## src/rtl/tstamp_pkg.sv

```systemverilog
// Package: shared defaults and helper types for the flit timestamper.
// Assumes nothing; holds constants only.
package tstamp_pkg;
    localparam int DEF_PORTS  = 5;
    localparam int DEF_TS_W   = 8;
    localparam int DEF_WINDOW = 64;
endpackage

```

## src/rtl/ts_time_base.sv

```systemverilog
// Module: free-running departure-time counter.
// Counts one per cycle and wraps modulo 2^TS_W. Assumes a continuous clock.
module ts_time_base #(
    parameter int TS_W = tstamp_pkg::DEF_TS_W
) (
    input  logic            clk,
    input  logic            rst_n,
    output logic [TS_W-1:0] now
);
    // Advance the time counter every cycle.
    always_ff @(posedge clk) begin
        if (!rst_n) now <= '0;
        else        now <= now + TS_W'(1);
    end


    time_step_chk: assert property (@(posedge clk) disable iff (!rst_n)
        $past(rst_n) |-> now == $past(now) + TS_W'(1));
endmodule

```

## src/rtl/ts_out_slot.sv

```systemverilog
// Module: bookkeeping for one output.
// Holds the backlog (last assigned slot minus current time, floored at 0).
// Stamps this cycle's retries first, then new flits, each in ascending port
// order. Denies any flit whose slot would lie beyond WINDOW.
// Assumes retry_mask and new_mask are disjoint and WINDOW+PORTS < 2^TS_W.
module ts_out_slot #(
    parameter int PORTS  = tstamp_pkg::DEF_PORTS,
    parameter int TS_W   = tstamp_pkg::DEF_TS_W,
    parameter int WINDOW = tstamp_pkg::DEF_WINDOW
) (
    input  logic                  clk,
    input  logic                  rst_n,
    input  logic [TS_W-1:0]       now,
    input  logic [PORTS-1:0]      retry_mask,
    input  logic [PORTS-1:0]      new_mask,
    output logic [PORTS-1:0]      slot_gnt,
    output logic [PORTS*TS_W-1:0] slot_ts
);
    localparam logic [TS_W-1:0] WIN_V = TS_W'(WINDOW);

    logic [TS_W-1:0] backlog;
    logic [TS_W-1:0] rank [PORTS];
    logic [TS_W-1:0] n_gnt;
    logic [TS_W-1:0] backlog_nxt;

    // Rank requests: retries in port order, then new flits in port order.
    always_comb begin
        logic [TS_W-1:0] cnt;
        cnt = '0;
        for (int i = 0; i < PORTS; i++) begin
            rank[i] = '0;
            if (retry_mask[i]) begin
                rank[i] = cnt;
                cnt = cnt + TS_W'(1);
            end
        end
        for (int i = 0; i < PORTS; i++) begin
            if (new_mask[i]) begin
                rank[i] = cnt;
                cnt = cnt + TS_W'(1);
            end
        end
    end

    // Grant within the window and form each stamp.
    always_comb begin
        n_gnt   = '0;
        slot_ts = '0;
        for (int i = 0; i < PORTS; i++) begin
            slot_gnt[i] = (retry_mask[i] | new_mask[i]) && (backlog + rank[i] < WIN_V);
            if (slot_gnt[i]) begin
                n_gnt = n_gnt + TS_W'(1);
                slot_ts[i*TS_W +: TS_W] = now + TS_W'(1) + backlog + rank[i];
            end
        end
        backlog_nxt = (backlog + n_gnt == '0) ? '0 : backlog + n_gnt - TS_W'(1);
    end

    // Update the backlog as time moves one slot forward.
    always_ff @(posedge clk) begin
        if (!rst_n) backlog <= '0;
        else        backlog <= backlog_nxt;
    end


    backlog_cap_chk: assert property (@(posedge clk) disable iff (!rst_n)
        backlog <= WIN_V);


    backlog_drain_chk: assert property (@(posedge clk) disable iff (!rst_n)
        (backlog != '0 && slot_gnt == '0) |=> backlog == $past(backlog) - TS_W'(1));
endmodule

```

## src/rtl/flit_timestamper.sv

```systemverilog
// Module: top of the timestamper.
// Decodes each port's destination, hands the requests to one bookkeeping slot
// per output, merges the per-port results and registers them.
// Assumes each port names at most one output per cycle.
module flit_timestamper #(
    parameter int PORTS  = tstamp_pkg::DEF_PORTS,
    parameter int TS_W   = tstamp_pkg::DEF_TS_W,
    parameter int WINDOW = tstamp_pkg::DEF_WINDOW,
    localparam int DW    = (PORTS > 1) ? $clog2(PORTS) : 1
) (
    input  logic                  clk,
    input  logic                  rst_n,
    input  logic [PORTS-1:0]      req_valid,
    input  logic [PORTS-1:0]      req_retry,
    input  logic [PORTS*DW-1:0]   req_dest,
    output logic [PORTS-1:0]      gnt,
    output logic [PORTS*TS_W-1:0] ts,
    output logic [TS_W-1:0]       now_time
);
    logic [PORTS-1:0]      hit_new   [PORTS];
    logic [PORTS-1:0]      hit_retry [PORTS];
    logic [PORTS-1:0]      s_gnt     [PORTS];
    logic [PORTS*TS_W-1:0] s_ts      [PORTS];
    logic [PORTS-1:0]      gnt_c;
    logic [PORTS*TS_W-1:0] ts_c;

    ts_time_base #(.TS_W(TS_W)) u_time (
        .clk(clk), .rst_n(rst_n), .now(now_time)
    );

    // Split requests by destination and by retry flag.
    always_comb begin
        for (int o = 0; o < PORTS; o++) begin
            for (int i = 0; i < PORTS; i++) begin
                hit_new[o][i]   = req_valid[i] && !req_retry[i] && (req_dest[i*DW +: DW] == DW'(o));
                hit_retry[o][i] = req_valid[i] &&  req_retry[i] && (req_dest[i*DW +: DW] == DW'(o));
            end
        end
    end

    for (genvar o = 0; o < PORTS; o++) begin : g_out
        ts_out_slot #(.PORTS(PORTS), .TS_W(TS_W), .WINDOW(WINDOW)) u_slot (
            .clk(clk), .rst_n(rst_n), .now(now_time),
            .retry_mask(hit_retry[o]), .new_mask(hit_new[o]),
            .slot_gnt(s_gnt[o]), .slot_ts(s_ts[o])
        );
    end

    // Merge the per-output answers back to per-port results.
    always_comb begin
        gnt_c = '0;
        ts_c  = '0;
        for (int o = 0; o < PORTS; o++) begin
            for (int i = 0; i < PORTS; i++) begin
                if (s_gnt[o][i]) begin
                    gnt_c[i] = 1'b1;
                    ts_c[i*TS_W +: TS_W] = s_ts[o][i*TS_W +: TS_W];
                end
            end
        end
    end

    // Register the grants and stamps.
    always_ff @(posedge clk) begin
        if (!rst_n) begin
            gnt <= '0;
            ts  <= '0;
        end else begin
            gnt <= gnt_c;
            ts  <= ts_c;
        end
    end

    for (genvar i = 0; i < PORTS; i++) begin : g_chk

        gnt_needs_req_chk: assert property (@(posedge clk) disable iff (!rst_n)
            gnt[i] |-> $past(req_valid[i]));

        stamp_window_chk: assert property (@(posedge clk) disable iff (!rst_n)
            gnt[i] |-> (ts[i*TS_W +: TS_W] - now_time) < TS_W'(WINDOW));
    end
endmodule

```

## config.mk

```make
export PLATFORM = sky130hd
export DESIGN_NAME = flit_timestamper
export DESIGN_NICKNAME = d
export VERILOG_FILES = /design/src/rtl/tstamp_pkg.sv /design/src/rtl/ts_time_base.sv /design/src/rtl/ts_out_slot.sv /design/src/rtl/flit_timestamper.sv
export SDC_FILE = /design/constraint.sdc
export NUM_CORES = 1
export LEC_CHECK = 0
export ABC_AREA = 0
export CELL_PAD_IN_SITES_DETAIL_PLACEMENT = 0
export CELL_PAD_IN_SITES_GLOBAL_PLACEMENT = 1
export CORE_MARGIN = 2
export CORE_UTILIZATION = 49
export DETAILED_ROUTE_END_ITERATION = 7
export HOLD_SLACK_MARGIN = 0.08
export PLACE_DENSITY = 0.85
export SYNTH_ARGS = -nofsm -noshare
export SYNTH_HDL_FRONTEND = slang
export SYNTH_SLANG_ARGS = --single-unit
```

## constraint.sdc

```tcl
create_clock -name clk -period 13.4 [get_ports clk]
set_input_delay 2.68 -clock clk [delete_from_list [all_inputs] [get_ports clk]]
set_output_delay 2.68 -clock clk [all_outputs]
set_load 0.03 [all_outputs]
```

**Word level (Yosys, flattened, before mapping)**

Cells that the tools add are included.

- Reductions and logical operators: 105
- Bitwise operators: 26
- Magnitude comparators: 25
- Multiplexer cells: 165
- Equality and inequality tests: 20
- Add/subtract/negate cells: 126

Operators with widths:

| operator | count |
|---|---|
| $mux W8 | 125 |
| $add A8 B8 Y8 | 60 |
| $add A8 B1 Y8 const B | 51 |
| $lt A8 B7 Y1 const B | 25 |
| $logic_and A1 B1 Y1 | 85 |
| $logic_not A8 Y1 | 5 |
| $mux W1 | 40 |
| $sub A8 B1 Y8 const B | 5 |
| $eq A3 B2 Y1 const B | 10 |
| $or A1 B1 Y1 | 25 |
| $add A1 B1 Y2 const B | 10 |
| $eq A3 B1 Y1 const B | 5 |
| $eq A3 B3 Y1 const B | 5 |
| $logic_not A3 Y1 | 5 |
| $reduce_or A2 Y1 | 5 |
| $logic_not A1 Y1 | 5 |
| $not A1 Y1 | 1 |

- Output and inout port bits: 53
- Input bits: 27
- Flip-flop bits (word level): 93

**Logic depth before layout (Yosys ltp)**

- Depth in word-level cells: 28
- Depth in mapped cells: 49
- Mapped depth without buffers: 46

**Modules after synthesis**

From an unflattened synthesis, not the netlist that was laid out.

- Cell total of the unflattened synthesis: 3232
- Area total of the unflattened synthesis: 24703.7 um2

By module, submodules not included:

| module | area an instance (um2) | seq. area each (um2) | instances | cells an instance |
|---|---|---|---|---|
| ts_out_slot at g_out[0].u_slot ... | 4284.1 | 160.2 | 3 | 558 |
| ts_out_slot at g_out[4].u_slot | 4181.5 | 160.2 | 1 | 549 |
| ts_out_slot at g_out[2].u_slot | 3967.6 | 160.2 | 1 | 522 |
| flit_timestamper | 3378.2 | 900.9 | 1 | 455 |
| ts_time_base | 324.1 | 160.2 | 1 | 32 |

**Least setup slack after synthesis**

OpenSTA, ideal clock, no wires.

- Path type: input port to flip-flop
- Start: in req_retry[0]
- End: reg g_out[3].u_slot.backlog[2]
- Library setup time: 0.133 ns
- Stages: 46
- Slack: 1.908 ns
- Path buffers: 2
- Arrival: 11.359 ns
- Data required time: 13.267 ns
- Cell sequence: clkbuf_1 inv_1 nor2_1 inv_1 ha_1 or3_1 nand2_1 ha_1 nor3_1 a31oi_1 ha_1 mux2_2 ha_1 mux2i_1 inv_1 ha_1 nand2_1 o21ai_0 [10 not listed] a21o_1 a221oi_1 o21ai_1 nor4_1 nor3_1 nor2_1 clkbuf_1 mux2_2 fa_1 a21oi_1 nor2_1 nor2_1 xnor2_1 or2_2 nor3_1 nand3_1 o21ai_1 nor2_1

- Longest elaborated chain between the ends: 27
- Elaborated cells on any way between the ends: 60
- Those cells by class: add/sub: 19; order compare: 5; mux: 23; bitwise: 1; reduce/logical: 12

Ends and longest elaborated chain:

| item | line | RTL |
|---|---|---|
| from (decl) | flit_timestamper.sv:14 | `input logic [PORTS-1:0] req_retry,` |
| $logic_and A1 B1 Y1 (2 in a row) | flit_timestamper.sv:36 | `hit_retry[o][i] = req_valid[i] && req_retry[i] && (req_dest[i*DW +: DW] == DW'(o));` |
| $mux W1 | ts_out_slot.sv:32 | `if (retry_mask[i]) begin` |
| $add A1 B1 Y2 | ts_out_slot.sv:34 | `cnt = cnt + TS_W'(1);` |
| $mux W8 | ts_out_slot.sv:32 |  |
| $add A8 B1 Y8 | ts_out_slot.sv:34 |  |
| $mux W8 | ts_out_slot.sv:32 |  |
| $add A8 B1 Y8 | ts_out_slot.sv:34 |  |
| $mux W8 | ts_out_slot.sv:32 |  |
| [8 not listed] | n/a |  |
| $add A8 B1 Y8, or another cell as far along | ts_out_slot.sv:40 | `cnt = cnt + TS_W'(1);` |
| $mux W8, or another cell as far along (2 in a row) | ts_out_slot.sv:38 | `if (new_mask[i]) begin` |
| $add A8 B8 Y8, or another cell as far along | ts_out_slot.sv:50 | `slot_gnt[i] = (retry_mask[i] \| new_mask[i]) && (backlog + rank[i] < WIN_V);` |
| $lt A8 B7 Y1 / $mux W8 (equally long branches) | ts_out_slot.sv:50, ts_out_slot.sv:51 |  |
| $logic_and A1 B1 Y1 / $add A8 B1 Y8 (equally long branches) | ts_out_slot.sv:50, ts_out_slot.sv:52 |  |
| $mux W8 (*) | ts_out_slot.sv:51 | `if (slot_gnt[i]) begin` |
| $add A8 B8 Y8 (*) | ts_out_slot.sv:56 | `backlog_nxt = (backlog + n_gnt == '0) ? '0 : backlog + n_gnt - TS_W'(1);` |
| branches (longest 2 deep; another with $sub A8 B1 Y8) | n/a |  |
| to (signal assigned) | ts_out_slot.sv:62 | `else backlog <= backlog_nxt;` |
| to (decl) | ts_out_slot.sv:21 | `logic [TS_W-1:0] backlog;` |

Mark *: on every way between the ends.
A chain may end at the register's enable or synchronous reset.

**Worst setup path in the final report**

- Start: in req_dest[0]
- End: reg g_out[2].u_slot.backlog[3]

- Longest elaborated chain between the ends: 27
- Elaborated cells on any way between the ends: 58
- Those cells by class: add/sub: 19; order compare: 5; eq/ne: 1; mux: 23; bitwise: 1; reduce/logical: 9

Ends and longest elaborated chain:

| item | line | RTL |
|---|---|---|
| from (decl) | flit_timestamper.sv:15 | `input logic [PORTS*DW-1:0] req_dest,` |
| $eq A3 B2 Y1 (*) | flit_timestamper.sv:35, flit_timestamper.sv:36 |  |
| $logic_and A1 B1 Y1 | flit_timestamper.sv:36 |  |
| $mux W1 | ts_out_slot.sv:32 |  |
| $add A1 B1 Y2 | ts_out_slot.sv:34 |  |
| $mux W8 | ts_out_slot.sv:32 |  |
| $add A8 B1 Y8 | ts_out_slot.sv:34 |  |
| $mux W8 | ts_out_slot.sv:32 |  |
| $add A8 B1 Y8 | ts_out_slot.sv:34 |  |
| [9 not listed] | n/a |  |
| $add A8 B1 Y8, or another cell as far along | ts_out_slot.sv:40 |  |
| $mux W8, or another cell as far along (2 in a row) | ts_out_slot.sv:38 |  |
| $add A8 B8 Y8, or another cell as far along | ts_out_slot.sv:50 |  |
| $lt A8 B7 Y1 / $mux W8 (equally long branches) | ts_out_slot.sv:50, ts_out_slot.sv:51 |  |
| $logic_and A1 B1 Y1 / $add A8 B1 Y8 (equally long branches) | ts_out_slot.sv:50, ts_out_slot.sv:52 |  |
| $mux W8 (*) | ts_out_slot.sv:51 |  |
| $add A8 B8 Y8 (*) | ts_out_slot.sv:56 |  |
| branches (longest 2 deep; another with $sub A8 B1 Y8) | n/a |  |
| to (signal assigned) | ts_out_slot.sv:62 |  |
| to (decl) | ts_out_slot.sv:21 |  |

Marks and branches as above.

==> qor.txt <==
Sw Share = 55.6%
Die width = 211 um
Max Root-Sink Buffers = 2
RSZ-0062 raised after global routing = false
CP Class = in2reg
Tmin final = 12730 ps
Grt ovf = 0
Site Rows = 75
Combinational Power Share = 72.9%
Global-route wire length before repair = 123000 um
Slew Limit Fails = 0
Vias in the first global route = 19700
#FFs+latches synth = 93
Area post-placement = 0.0229 sq mm
Part of the power in registers = 17.6%
Antenna violations before repair = 1
Initial DRC count = 1718
Setup tns final = 0 ps
Core Region = 0.0421 sq mm
Antenna viol nets, final = 0
Cells after synthesis = 2591
Required time worst endpoint = 13680 ps
Max stage delay on crit path = 530 ps
Synth cell count leaders = 437 x ha_1, 197 x xnor2_1, 190 x nor2_1, 189 x a21oi_1, 188 x nand2_1
Cell Area, Synth = 0.0210 sq mm
Syn. warnings = 0
Status = complete, no violations
WL/cell = 25.4 um
GRT Total Usage = 37.7%
Crit-path max FO = 12
Antenna cell count = 0
Cts hold-fix bufs = 0
Total CTS buffers = 9
Syn_area_per_cell = 8.11 sq um
H-tree Lvls = 3
Element type at the critical path start = primary input
Crit path capture type = register
Final Setup Violations = 0
Ys async rst share = 0%
Skew-Pair Late Insertion Delay = 410 ps
Origin of the critical flop-to-flop path = g_out[2].u_slot.backlog[1]$_SDFF_PP0_
Nets = 3243
Crit path max-delay cell type = or4_1
Total number of vias = 20200
CTS tree = yes
Vias per inst = 6.14
Largest net degree at the start of global routing = 58
I/O Pins = 80
Port Buf Inserts = 79
Cell taking the most area after synthesis = ha_1
Unique masters post-synth = 105
Hold Crit Start = u_time.now[0]$_SDFF_PN0_
Die span in y = 211 um
DRT Pass-1 Iters = 6
Routed wire length = 83400 um
Clock-pin slew on the worst setup and hold paths = 80 ps
Synth Flop Type = dfxtp_1
Hold WC Path Type = reg2reg
Post-synth EDFFs = 0
Final hold violation count = 0
Clock group share of total power = 9.4%
Gpl congestion = 1.08
FMAX = 78.6 MHz
DRC viols = 0
Reg2Reg Depth = 24
Internal = 1.31 mW
Power, Total = 2.95 mW
Synth top area share = 26.0%
Share of cells above drive strength 1 = 6.11%
CP Launch Point = req_dest[0]
Initial core utilization = 49.9%
Final core occ = 55.0%
CP arrival = 13010 ps
Leakage = 12.0 nW
Setup Skew = 18.7 ps
Post-DP HPWL = 69800 um
Finished Layout Cells = 3288
Post-CTS setup buffers = 0
Net Switching = 1.64 mW
Pwr per Cell Area = 127 mW/mm^2
Worst-Margin Slew = 1200 ps
Maximum vdd drop = 0.110 mV
Final period util = 95.0%
Top-count cell post-synth = ha_1
Root buffer cell = clkbuf_16
Max-slew headroom = 20.0%
Worst hold path cell count = 1
Sequential-to-total area share from yosys stat = 8.86%
Sinks on Clock Net = 93
CP dominant cell by count = ha_1
Post-CTS Resized = 0
Die area = 0.0446 sq mm
Fill cells = 4055
Final non-filler cell area = 0.0232 sq mm
Placed Instances = 3272
Dominant cells by area after synthesis = ha_1 26%, dfxtp_1 8.9%, xnor2_1 8.2%
Area Overhead vs Synth = 10.3%
Max_cap viols = 0
[layout by cell type (no fill, tap or decap), drive strengths merged, types with 14 or more instances in the layout]
cell / synthesis / routed
a211oi: 17 / 17
a21o: 138 / 138
a21oi: 191 / 191
a221oi: 18 / 18
a22oi: 21 / 21
a31oi: 18 / 18
and2: 48 / 48
and3: 19 / 19
buf: 26 / 49
clkdlybuf4s50: 0 / 78
conb: 1 / 65
dfxtp: 93 / 93
fa: 35 / 35
ha: 437 / 437
inv: 142 / 146
mux2: 28 / 28
mux2i: 27 / 27
nand2: 189 / 189
nand2b: 20 / 20
nand3: 60 / 60
nand4: 22 / 22
nor2: 195 / 195
nor2b: 61 / 61
nor3: 40 / 40
nor3b: 17 / 17
o21a: 14 / 14
o21ai: 128 / 128
o21bai: 33 / 33
o22ai: 14 / 14
xnor2: 204 / 204
xor2: 140 / 140
[power groups by stage]
stage | Sequential (mW) | Clock [mW] | Combinational, mW
after global routing | 0.526 | 0.291 | 2.34
final | 0.520 | 0.278 | 2.15
after CTS | 0.516 | 0.284 | 2.10
after detailed placement | 0.522 | 0 | 2.08
after global placement | 0.521 | 0 | 2.05
after floorplan | 0.462 | 0 | 1.42
[sequential cells by signal, summed over array words and instances, names as in the netlist]
register	count
u_time.now	8
g_out.u_slot.backlog	40
gnt	5
ts	40
[worst paths after layout]
check                                          end  slack, ps
max          g_out[2].u_slot.backlog[3]$_SDFF_PP0_        670
min                       u_time.now[0]$_SDFF_PN0_        520
max reg2reg  g_out[2].u_slot.backlog[3]$_SDFF_PP0_       6660
min reg2reg               u_time.now[0]$_SDFF_PN0_        520
[metal layers]
layer	vias to the layer above	wire, um	global-route usage, %
li1	9591	-	-
met1	9602	34700	47.5
met2	814	37300	61.7
met3	189	6120	5.29
met4	0	5280	21.3
met5	-	0	0
[cell families after synthesis]
kind of cell             after synthesis  synth area share, %
buffers and inverters                193                 3.75
flip-flops                            93                 8.86
AO/OA/AOI/OAI                        677                 21.2
adder cells (fa/ha/maj)              473                 29.4
XOR/XNOR                             351                 15.5
other                                  1               0.0178
multiplexers                          55                 2.92
AND/OR/NAND/NOR                      748                 18.4
[per-stage QoR]
| step | hold slack, ps | worst slack, ps |
|---|---|---|
| floorplan | 589 | 1910 |
| global placement | 488 | 503 |
| detailed placement | 503 | 247 |
| CTS | 521 | 653 |
| global route | 580 | 18.5 |
| finish | 522 | 670 |
[cell type report]
cell class	instances	area, sq um	share of cell area, %
Clock inverter	7	63.8	0.275
Inverter	144	541	2.33
Tap cell	539	674	2.91
Sequential cell	93	1860	8.03
Timing Repair Buffer	127	1150	4.94
Multi-Input combinational cell	2369	18700	80.5
Clock buffer	9	225	0.972
[worst max-delay path, delay by kind of cell]
kind | cells | cell delay, ps
buf+inv | 4 | 890
simple gates | 13 | 2300
compound gates | 12 | 2360
mux | 4 | 1340
fa+ha+maj | 10 | 3100
xor+xnor | 2 | 320
No activity file was read; power rests on OpenSTA's default activity.
